===== config.mk =====
export PLATFORM = sky130hd
export DESIGN_NAME = seg_page_walker
export DESIGN_NICKNAME = d
export VERILOG_FILES = /design/src/rtl/spw_pkg.sv /design/src/rtl/spw_seg_check.sv /design/src/rtl/spw_page_form.sv /design/src/rtl/seg_page_walker.sv
export SDC_FILE = /design/constraint.sdc
export NUM_CORES = 1
export LEC_CHECK = 0
export BUFFER_PORTS_ARGS = -buffer_cell sky130_fd_sc_hd__buf_2
export CAP_MARGIN = 20
export CORE_MARGIN = 5
export CORE_UTILIZATION = 35
export DETAILED_ROUTE_END_ITERATION = 8
export PLACE_DENSITY = 0.69
export SLEW_MARGIN = 20
export SYNTH_ARGS = -nofsm -noshare
export SYNTH_HDL_FRONTEND = slang
export SYNTH_SLANG_ARGS = --single-unit

===== constraint.sdc =====
create_clock -name clk_i -period 3.3 [get_ports clk_i]
set_clock_uncertainty 0.2 [all_clocks]
set_input_delay 0.66 -clock clk_i [delete_from_list [all_inputs] [get_ports clk_i]]
set_output_delay 0.66 -clock clk_i [all_outputs]
set_load 0.01 [all_outputs]

===== src/rtl/spw_pkg.sv =====
package spw_pkg;
  typedef enum logic [1:0] {
    ST_IDLE,
    ST_SEG,
    ST_PAGE,
    ST_DONE
  } spw_state_e;

  typedef struct packed {
    logic seg;
    logic page;
    logic range;
  } spw_fault_t;
endpackage


===== src/rtl/spw_seg_check.sv =====
module spw_seg_check #(
  parameter int unsigned DATA_W  = 16,
  parameter int unsigned TADDR_W = 8,
  parameter int unsigned PAGE_W  = 3
) (
  input  logic [DATA_W-1:0]  entry_i,
  input  logic [PAGE_W-1:0]  page_i,
  output logic               valid_o,
  output logic               in_range_o,
  output logic [TADDR_W-1:0] pt_addr_o
);
  localparam int unsigned CNT_W = PAGE_W + 1;

  logic [CNT_W-1:0] cnt;

  assign cnt        = entry_i[TADDR_W +: CNT_W];
  assign valid_o    = entry_i[DATA_W-1];
  assign in_range_o = {1'b0, page_i} < cnt;
  assign pt_addr_o  = entry_i[TADDR_W-1:0] + TADDR_W'(page_i);
endmodule


===== src/rtl/spw_page_form.sv =====
module spw_page_form #(
  parameter int unsigned DATA_W  = 16,
  parameter int unsigned FRAME_W = 6,
  parameter int unsigned WORD_W  = 4,
  parameter int unsigned PA_W    = FRAME_W + WORD_W
) (
  input  logic [DATA_W-1:0] entry_i,
  input  logic [WORD_W-1:0] word_i,
  output logic              valid_o,
  output logic [PA_W-1:0]   pa_o
);
  logic [PA_W-1:0] frame_base;

  assign valid_o    = entry_i[DATA_W-1];
  assign frame_base = {entry_i[FRAME_W-1:0], {WORD_W{1'b0}}};
  assign pa_o       = frame_base + PA_W'(word_i);
endmodule


===== src/rtl/seg_page_walker.sv =====
module seg_page_walker
  import spw_pkg::*;
#(
  parameter int unsigned SEG_W    = 2,
  parameter int unsigned PAGE_W   = 3,
  parameter int unsigned WORD_W   = 4,
  parameter int unsigned FRAME_W  = 6,
  parameter int unsigned TADDR_W  = 8,
  parameter int unsigned DATA_W   = 16,
  parameter int unsigned SEG_BASE = 0,
  localparam int unsigned VA_W    = SEG_W + PAGE_W + WORD_W,
  localparam int unsigned PA_W    = FRAME_W + WORD_W
) (
  input  logic               clk_i,
  input  logic               rst_ni,
  input  logic               req_i,
  input  logic [VA_W-1:0]    va_i,
  output logic               busy_o,
  output logic               done_o,
  output logic [PA_W-1:0]    pa_o,
  output logic               seg_fault_o,
  output logic               page_fault_o,
  output logic               range_fault_o,
  output logic               mem_rd_o,
  output logic [TADDR_W-1:0] mem_addr_o,
  input  logic [DATA_W-1:0]  mem_rdata_i
);
  spw_state_e          state_q, state_d;
  logic [SEG_W-1:0]    seg_in;
  logic [PAGE_W-1:0]   page_q;
  logic [WORD_W-1:0]   word_q;
  logic [PA_W-1:0]     pa_q;
  spw_fault_t          fault_q;
  logic                accept;
  logic                seg_valid, seg_in_range, pg_valid;
  logic [TADDR_W-1:0]  pt_addr;
  logic [PA_W-1:0]     pa_new;

  assign seg_in = va_i[VA_W-1 -: SEG_W];
  assign accept = (state_q == ST_IDLE) && req_i;

  spw_seg_check #(
    .DATA_W (DATA_W),
    .TADDR_W(TADDR_W),
    .PAGE_W (PAGE_W)
  ) u_seg_check (
    .entry_i   (mem_rdata_i),
    .page_i    (page_q),
    .valid_o   (seg_valid),
    .in_range_o(seg_in_range),
    .pt_addr_o (pt_addr)
  );

  spw_page_form #(
    .DATA_W (DATA_W),
    .FRAME_W(FRAME_W),
    .WORD_W (WORD_W),
    .PA_W   (PA_W)
  ) u_page_form (
    .entry_i(mem_rdata_i),
    .word_i (word_q),
    .valid_o(pg_valid),
    .pa_o   (pa_new)
  );

  always_comb begin
    state_d = state_q;
    unique case (state_q)
      ST_IDLE: if (req_i) state_d = ST_SEG;
      ST_SEG:  state_d = (seg_valid && seg_in_range) ? ST_PAGE : ST_DONE;
      ST_PAGE: state_d = ST_DONE;
      ST_DONE: state_d = ST_IDLE;
      default: state_d = ST_IDLE;
    endcase
  end

  always_ff @(posedge clk_i or negedge rst_ni) begin
    if (!rst_ni) begin
      state_q <= ST_IDLE;
      page_q  <= '0;
      word_q  <= '0;
      pa_q    <= '0;
      fault_q <= '0;
    end else begin
      state_q <= state_d;
      if (accept) begin
        page_q  <= va_i[WORD_W +: PAGE_W];
        word_q  <= va_i[WORD_W-1:0];
        pa_q    <= '0;
        fault_q <= '0;
      end
      if (state_q == ST_SEG) begin
        // segment absence outranks range check
        if (!seg_valid)         fault_q.seg   <= 1'b1;
        else if (!seg_in_range) fault_q.range <= 1'b1;
      end
      if (state_q == ST_PAGE) begin
        if (pg_valid) pa_q <= pa_new;
        else          fault_q.page <= 1'b1;
      end
    end
  end

  assign mem_rd_o   = accept || ((state_q == ST_SEG) && seg_valid && seg_in_range);
  assign mem_addr_o = (state_q == ST_IDLE) ? TADDR_W'(SEG_BASE) + TADDR_W'(seg_in) : pt_addr;

  assign busy_o        = state_q != ST_IDLE;
  assign done_o        = state_q == ST_DONE;
  assign pa_o          = done_o ? pa_q : '0;
  assign seg_fault_o   = done_o && fault_q.seg;
  assign page_fault_o  = done_o && fault_q.page;
  assign range_fault_o = done_o && fault_q.range;

  AST_RESET_QUIET: assert property (@(posedge clk_i) $rose(rst_ni) |-> !busy_o && !done_o)
    else $error("reset state");
  AST_SEG_READ_ON_ACCEPT: assert property (@(posedge clk_i) disable iff (!rst_ni)
    $rose(busy_o) |-> $past(mem_rd_o))
    else $error("no segment read at accept");
  AST_NO_PAGE_READ_ON_SEG_FAULT: assert property (@(posedge clk_i) disable iff (!rst_ni)
    (seg_fault_o || range_fault_o) |-> !$past(mem_rd_o))
    else $error("page read despite segment-level fault");
  AST_ONE_FAULT: assert property (@(posedge clk_i) disable iff (!rst_ni)
    $countones({seg_fault_o, page_fault_o, range_fault_o}) <= 1)
    else $error("multiple faults");
  AST_FAULT_ZERO_PA: assert property (@(posedge clk_i) disable iff (!rst_ni)
    (seg_fault_o || page_fault_o || range_fault_o) |-> pa_o == '0)
    else $error("pa with fault");
  AST_DONE_PULSE: assert property (@(posedge clk_i) disable iff (!rst_ni)
    done_o |=> !done_o && !busy_o)
    else $error("done not a pulse");
  AST_NO_ACCEPT_BUSY: assert property (@(posedge clk_i) disable iff (!rst_ni)
    (busy_o && !done_o) |=> busy_o)
    else $error("walk cut short");
endmodule


## Yosys cells after proc, flatten, opt, wreduce, memory -nomap -nowiden

Index checks and enable logic that the tools add are counted.
Widths: inputs -> output; s select.

| word-level totals | value |
|---|---|
| bits in registers | 22 |
| latch bits | 0 |
| bits in writable memories | 0 |
| bits in read-only memories | 0 |
| input port bits | 28 |
| output and inout port bits | 24 |
| logic and storage cells | 40 |
| memories kept | 0 |

| operators by class | value |
|---|---|
| $add $sub $neg | 2 |
| multiply operators | 0 |
| divide/modulo/power cells | 0 |
| order comparisons | 1 |
| equality and inequality tests | 4 |
| shifts and indexed selects | 0 |
| muxes and demuxes | 16 |
| bitwise gates (word level) | 0 |
| reduce and logical (&&, ||, !) cells | 10 |

Operator list:

| operator | count |
|---|---|
| $mux 10 | 4 |
| $add 10x4->10 | 1 |
| $add 8x3->8 | 1 |
| $mux 1 | 8 |
| $mux 8 | 1 |
| $pmux 2 s4 | 1 |
| $logic_and 1x1->1 | 7 |
| $eq 2x2->1 const B | 2 |
| $lt 3x4->1 | 1 |
| $mux 3 | 1 |
| $eq 2x1->1 const B | 1 |
| $logic_not 2->1 | 1 |
| $mux 2 | 1 |
| $ne 2x2->1 const B | 1 |
| $reduce_bool 2->1 | 1 |
| $logic_or 1x1->1 | 1 |

## Longest topological paths before layout

Gate-level depths: netlist of the first run.

| logic depth | value |
|---|---|
| word-level depth | 6 |
| gate-level depth with buffers | 7 |

## Cells and area by module

From an unflattened synthesis of the first run, not the netlist that was laid out.

| second synthesis, totals | value |
|---|---|
| cell total of the unflattened synthesis | 135 |
| area, all modules | 1431.4 um^2 |

By module, submodules not included:

| module | instances | cells each | area an instance (um^2) |
|---|---|---|---|
| seg_page_walker | 1 | 92 | 1097.3 |
| spw_seg_check | 1 | 32 | 251.5 |
| spw_page_form | 1 | 11 | 82.6 |

## Worst setup path before layout of the first run

No wires, ideal clock.

| path | value |
|---|---|
| path kind | input -> output |
| start point | input mem_rdata_i[0] |
| end point | output mem_addr_o[6] |
| data arrival time | 1.854 ns |
| setup slack | 0.586 ns |
| stages | 7 |
| buffers on the path | 0 |
| cells stage by stage | ha_1 > inv_1 > fa_1 > nor2b_1 > o2111ai_1 > xor2_1 > nor2_1 |

| on the way | value |
|---|---|
| cells in the longest elaborated chain, start to end | 2 |

RTL lines:

| item | RTL line | source |
|---|---|---|
| from (decl) | seg_page_walker.sv:26 | `input logic [DATA_W-1:0] mem_rdata_i` |
| $add 8x3->8 | spw_seg_check.sv:19 | `assign pt_addr_o = entry_i[TADDR_W-1:0] + TADDR_W'(page_i);` |
| $mux 8 | seg_page_walker.sv:105 | `assign mem_addr_o = (state_q == ST_IDLE) ? TADDR_W'(SEG_BASE) + TADDR_W'(seg_in) : pt_addr;` |
| to (decl) | seg_page_walker.sv:25 | `output logic [TADDR_W-1:0] mem_addr_o,` |

Every way passes these cells.

## Worst setup path after layout of the first run

Ends and elaborated chain as after synthesis.

==> metrics.txt, run 1 <==
Switching Power 0.516 mW; Final Hold Viols 0; Finish-stage setup viols 0; crit path cell chain buf_2 > ha_1 > inv_1 > fa_1 > nor2b_1 > o2111ai_1 > xor2_1 > nor2_1 > buf_2; Yosys top cell by area dfrtp_1; worst path required time 2.44 ns; Port Buf Inserts 48; Worst-Skew Late Latency 0.26 ns; crit path max-delay cell type fa_1; die area 4990 sq um; Final period util 89.6%; Yosys warning count 0; area share of the largest cell type after synthesis 42.8%; Starting Density 35.7%; Sw Share 37.0%; CTS tree yes; clk root buf clkbuf_8; Setup CP Type input port to output port; Worst Hold Class input port to asynchronous set/reset pin; number of CTS-inserted buffers 3; Via density 4.65; final wirelength 2.77 mm; CTS Sinks 22; Worst Setup Start Kind input port; Post-layout nets 213; Fin Hold WS 0.152 ns; TritonRoute pass-1 iters 4; met2 wire len 1.35 mm; Worst Tran Pin Value 0.509 ns; antenna violations before repair 0; final worst path period need 2.96 ns; Peak VDD IR 0.000252 V; Avg Cell Area, Syn 10.4 sq um; Max-Cap Viols 0; share of flip-flops with an asynchronous set or reset 100%; post-synthesis sequential area ratio 42.8%; vias after detailed routing 1027; CTS Hold Bufs 0; share of layout cells above drive strength 1 37.0%; Clock Pin Slew Worst Setup and Hold Paths 0.08 ns; syn_nets 163; Post-route DRC 0; Fmax 338 MHz; DRT antenna net count 0; commonest cells in the netlist dfrtp_1 (22), and2_1 (14), a22o_1 (10), ha_1 (10), inv_1 (10); worst-path fanout max 3; family with the most delay on the worst path adder cells; crit path capture type output port; met1 WL 1.15 mm; # IOs 52; Max clock buf depth 2; CP dominant cell by count buf_2; global-route wire length before repair 4.57 mm; post-CTS sizing 0; RSZ-0062 raised after global routing no; synthesized flop and latch total 22; relative slew slack 66.1%; CP max stage delay 0.37 ns; number of diodes 0; die width 70.7 um; Buf+Inv Stages, Crit Path 3; Max Transition Viols Final 0; vias in the first global route 1002; Data arrival, critical path 2.10 ns; CORE AREA 3610 sq um; area of the mapped netlist 1290 sq um; Cell variety after synth 29; Gate Count Post-Synth 124; status completed; Synth Flop Type dfrtp_1; Top Metal Used met4; H-tree levels 1; height of the chip 70.7 um; Reg-to-Reg Start state_q[0]; cell leakage power 0.863 nW; setup TNS 0 ns; number of synthesized flops with an enable pin 0; Syn-to-layout area delta 28.0%; most common cell in the synthesized netlist dfrtp_1; top cells by area, synth dfrtp_1 (43%), ha_1 (9.7%), mux2_2 (7.0%); DRT iter0 DRCs 35; Clock Power Share 17.5%; reg2reg path depth 5; PD cells 846 nW/um^2; Internal 0.878 mW; postcts setup bufs 0; wire length on met3 206 um; Tot GR Track Use 11.6%; Seq pwr share 32.8%; HPWL Detailed 2.22 mm; r2r endpoint page_q[2]; WL/cell 12.5 um; largest net degree at the start of global routing 23; combinational share of power 49.7%; # rows 22; FF-to-FF setup slack 1.34 ns; GR Overflow Total 0; GP Congestion 0.793
kinds of logic after synthesis:
kind of cell,share of synthesized area [%]
fa+ha+maj,11.3
mux,7.00
buf+inv,4.37
simple gates,15.5
compound gates,16.3
flops,42.8
xor+xnor,2.72
layer usage:
| metal | up-vias | GRT usage [%] |
|---|---|---|
| met4 | 0 | 5.64 |
| met2 | 29 | 19.3 |
| met1 | 468 | 14.1 |
| met3 | 4 | 2.56 |
| met5 | - | 0 |
| li1 | 526 | - |
through the flow:
stage / worst slack [ns] / power, mW / area (sq um) / utilization [%] / instances
2_1_floorplan: 0.586 / 0.947 / 1290 / - / 124
3_3_place_gp: 0.335 / 1.15 / 1580 / 43.7 / 217
3_5_place_dp: 0.328 / 1.17 / 1580 / 43.7 / 217
4_1_cts: 0.327 / 1.42 / 1650 / 45.7 / 221
5_1_grt: 0.192 / 1.53 / 1650 / 45.7 / 221
6_report: 0.343 / 1.39 / 1650 / 45.7 / 221
registers in the layout (all words and copies together), names as in the netlist:
signal,count
fault_q,3
pa_q,10
page_q,3
state_q,2
word_q,4
cells in the final DEF, fill, tap and decap left out, drive strengths merged, types with 2 or more instances in the layout:
cell / instances
nand2: 8
buf: 49
xnor2: 2
nor2: 6
a21oi: 4
and2: 14
o21ai: 7
ha: 10
dfrtp: 22
nand2b: 2
mux2: 8
nor3: 3
a22o: 10
inv: 10
clkbuf: 3
nor2b: 2
xor2: 2
a211oi: 3
worst max path at each step:
stage / from / end / slack, ns / depth (start not counted)
floorplan: mem_rdata_i[0] / mem_addr_o[6] / 0.59 / 7
global placement: mem_rdata_i[0] / mem_addr_o[6] / 0.34 / 9
detailed placement: mem_rdata_i[0] / mem_addr_o[6] / 0.33 / 9
CTS: mem_rdata_i[0] / mem_addr_o[6] / 0.33 / 9
global route: mem_rdata_i[0] / mem_addr_o[4] / 0.19 / 9
finish: mem_rdata_i[0] / mem_addr_o[6] / 0.34 / 9
layout make-up:
type | instances | area [sq um]
Sequential cell | 22 | 551
Multi-Input combinational cell | 88 | 681
Timing Repair Buffer | 49 | 248
Fill cell | 360 | 1960
Clock buffer | 3 | 41.3
Inverter | 10 | 37.5
Tap cell | 48 | 60.1
Clock inverter | 1 | 30.0
power groups by stage:
stage | Sequential [mW] | Clock, mW | Combinational [mW]
2_1_floorplan | 0.440 | 0 | 0.507
3_3_place_gp | 0.460 | 0 | 0.693
3_5_place_dp | 0.463 | 0 | 0.706
4_1_cts | 0.458 | 0.250 | 0.708
5_1_grt | 0.473 | 0.262 | 0.791
6_report | 0.457 | 0.244 | 0.693
(Power assumes the default switching activity.)
==> inputs of run 2 (changes only) <==
- BUFFER_PORTS_ARGS: -buffer_cell sky130_fd_sc_hd__buf_2 -> -buffer_cell sky130_fd_sc_hd__clkbuf_2
- GPL_TIMING_DRIVEN: unset -> 0
==> run 2 against run 1 <==
Compared with the run above: power up 0.45%; utilization grew 0.31 points; sequential cell count did not move; global-route usage hardly changed; via count grew 5.1%; critical path type unchanged; largest power group unchanged; highest routed layer unchanged.
==> metrics.txt, run 2 (same netlist as run 1, synthesis figures left out) <==
CP dominant cell by count clkbuf_2; Worst Setup Start Kind input port; CTS Sinks 22 (unchanged); worst-path fanout max 3 (unchanged); Starting Density 35.7% (unchanged); WL/cell 12.2 um (-2.8%); Fmax 335 MHz (-1.0%); clk root buf clkbuf_8; top flop regs pa_q x10, word_q x4; DRT iter0 DRCs 33 (-5.7%); combinational share of power 49.8% (about the same); Setup CP Type input port to output port; CORE AREA 3610 sq um (unchanged); Post-route DRC 0 (unchanged); postcts setup bufs 0 (unchanged); TritonRoute pass-1 iters 4 (unchanged); H-tree levels 1 (unchanged); Reg-to-Reg Start state_q[0]; Seq pwr share 32.7% (about the same); CP max stage delay 0.37 ns (about the same); antenna violations before repair 0 (unchanged); global-route wire length before repair 4.64 mm (+1.5%); commonest non-fill, non-tap cell in the layout clkbuf_2; relative slew slack 63.7% (-2.3 points); Buf+Inv Stages, Crit Path 3 (unchanged); largest net degree at the start of global routing 23 (unchanged); RSZ-0062 raised after global routing no; vias in the first global route 1066 (+6.4%); Syn-to-layout area delta 28.9%; GR Overflow Total 0 (unchanged); Worst Tran Pin Value 0.544 ns (+0.0352 ns); crit path cell chain clkbuf_2 > ha_1 > inv_1 > fa_1 > nor2b_1 > o2111ai_1 > xor2_1 > nor2_1 > clkbuf_2; Switching Power 0.520 mW (+0.73%); Top Metal Used met4; FF-to-FF setup slack 1.48 ns (+0.14 ns); most flop-heavy register pa_q; GP Congestion 0.811 (+2.2%); met1 WL 1.14 mm (-0.61%); Largest register FFs 10 (unchanged); Sw Share 37.2% (+0.10 points); Finish-stage setup viols 0 (unchanged); Max clock buf depth 2 (unchanged); CTS Hold Bufs 0 (unchanged); crit path max-delay cell type fa_1; # rows 22 (unchanged); CTS tree yes; r2r endpoint state_q[0]; Power Total 1.40 mW (+0.45%); Levels on crit path 9 (unchanged); Max Transition Viols Final 0 (unchanged); final wirelength 2.73 mm (-1.5%); Tot GR Track Use 11.5% (about the same); vias after detailed routing 1079 (+5.1%); share of layout cells above drive strength 1 37.5% (+0.51 points); height of the chip 70.7 um (unchanged); Clock Power Share 17.5% (about the same); Final Hold Viols 0 (unchanged); cell leakage power 0.866 nW (+0.43%); setup TNS 0 ns (unchanged); met2 wire len 1.34 mm (-0.74%); die area 4990 sq um (unchanged); die width 70.7 um (unchanged); DRT antenna net count 0 (unchanged); Internal 0.880 mW (+0.28%); Max-Cap Viols 0 (unchanged); Port Buf Inserts 48 (unchanged); post-CTS sizing 0 (unchanged); final worst path period need 2.99 ns (+0.0306 ns); Post-layout nets 216 (+1.4%); status completed; reg2reg path depth 5 (unchanged); Via density 4.82 (+3.7%); Worst-Skew Late Latency 0.26 ns (about the same); number of CTS-inserted buffers 3 (unchanged); number of diodes 0 (unchanged); crit path from mem_rdata_i[0]; most frequent cells in the layout clkbuf_2 (48), dfrtp_1 (22), and2_1 (14); # IOs 52 (unchanged); crit path capture type output port; wire length on met3 203 um (-1.5%); worst path required time 2.44 ns (about the same); Setup WS post-layout 0.312 ns (-0.0306 ns); critical path endpoint mem_addr_o[6]; Worst Hold Class input port to asynchronous set/reset pin; Clock Pin Slew Worst Setup and Hold Paths 0.08 ns (about the same); Final period util 90.5% (+0.93 points); family with the most delay on the worst path adder cells; Place WS 0.292 ns (-0.0365 ns); HPWL Detailed 2.25 mm (+1.7%); Peak VDD IR 0.000251 V (-0.41%); PD cells 844 nW/um^2 (-0.24%); Data arrival, critical path 2.13 ns (+0.03 ns)
## run 2: power groups by stage
stage / Sequential (mW) / Clock, mW / Combinational [mW]
global placement: 0.462 / 0 / 0.701
floorplan: 0.440 / 0 / 0.507
CTS: 0.458 / 0.252 / 0.713
detailed placement: 0.462 / 0 / 0.714
global route: 0.473 / 0.267 / 0.797
finish: 0.458 / 0.246 / 0.697
## run 2: cell type report
class / count / area [sq um]
plain buffers: 4 / 18.8
clock buffers: 3 / 41.3
clock inverters: 1 / 30.0
fillers: 352 / 1950
inverters: 10 / 37.5
multi-input cells: 88 / 681
flip-flops and latches: 22 / 551
well taps: 48 / 60.1
repair buffers: 48 / 240
## run 2: worst register-to-register path: stages (launching register included)
cell,delay (ns)
dfrtp_1,0.43
inv_1,0.15
ha_1,0.26
buf_2,0.25
a21oi_1,0.11
a311o_1,0.31
## run 2: how the worst min path moves through the flow
stage                             to  cells past startpoint  slack (ns)        from
after CTS                    pa_q[7]                      1        0.18      rst_ni
after global routing         pa_q[6]                      1        0.22      rst_ni
after global placement    fault_q[2]                      2        0.25  fault_q[2]
after floorplan           fault_q[0]                      0        0.16      rst_ni
after detailed placement  fault_q[2]                      2        0.26  fault_q[2]
final                      page_q[0]                      1        0.17      rst_ni
## run 2: through the flow
step | area [sq um] | hold slack [ns] | util, % | instances
floorplan | 1290 | 0.164 | - | 124
global placement | 1590 | 0.254 | 44.0 | 220
detailed placement | 1590 | 0.255 | 44.0 | 220
CTS | 1660 | 0.184 | 46.0 | 224
global route | 1660 | 0.216 | 46.0 | 224
finish | 1660 | 0.171 | 46.0 | 224
## run 2: routing by layer
metal | vias to the layer above | global-route usage (%)
met5 | - | 0
met4 | 0 | 5.01
met3 | 4 | 2.70
met2 | 31 | 20.9
met1 | 509 | 12.9
li1 | 535 | -
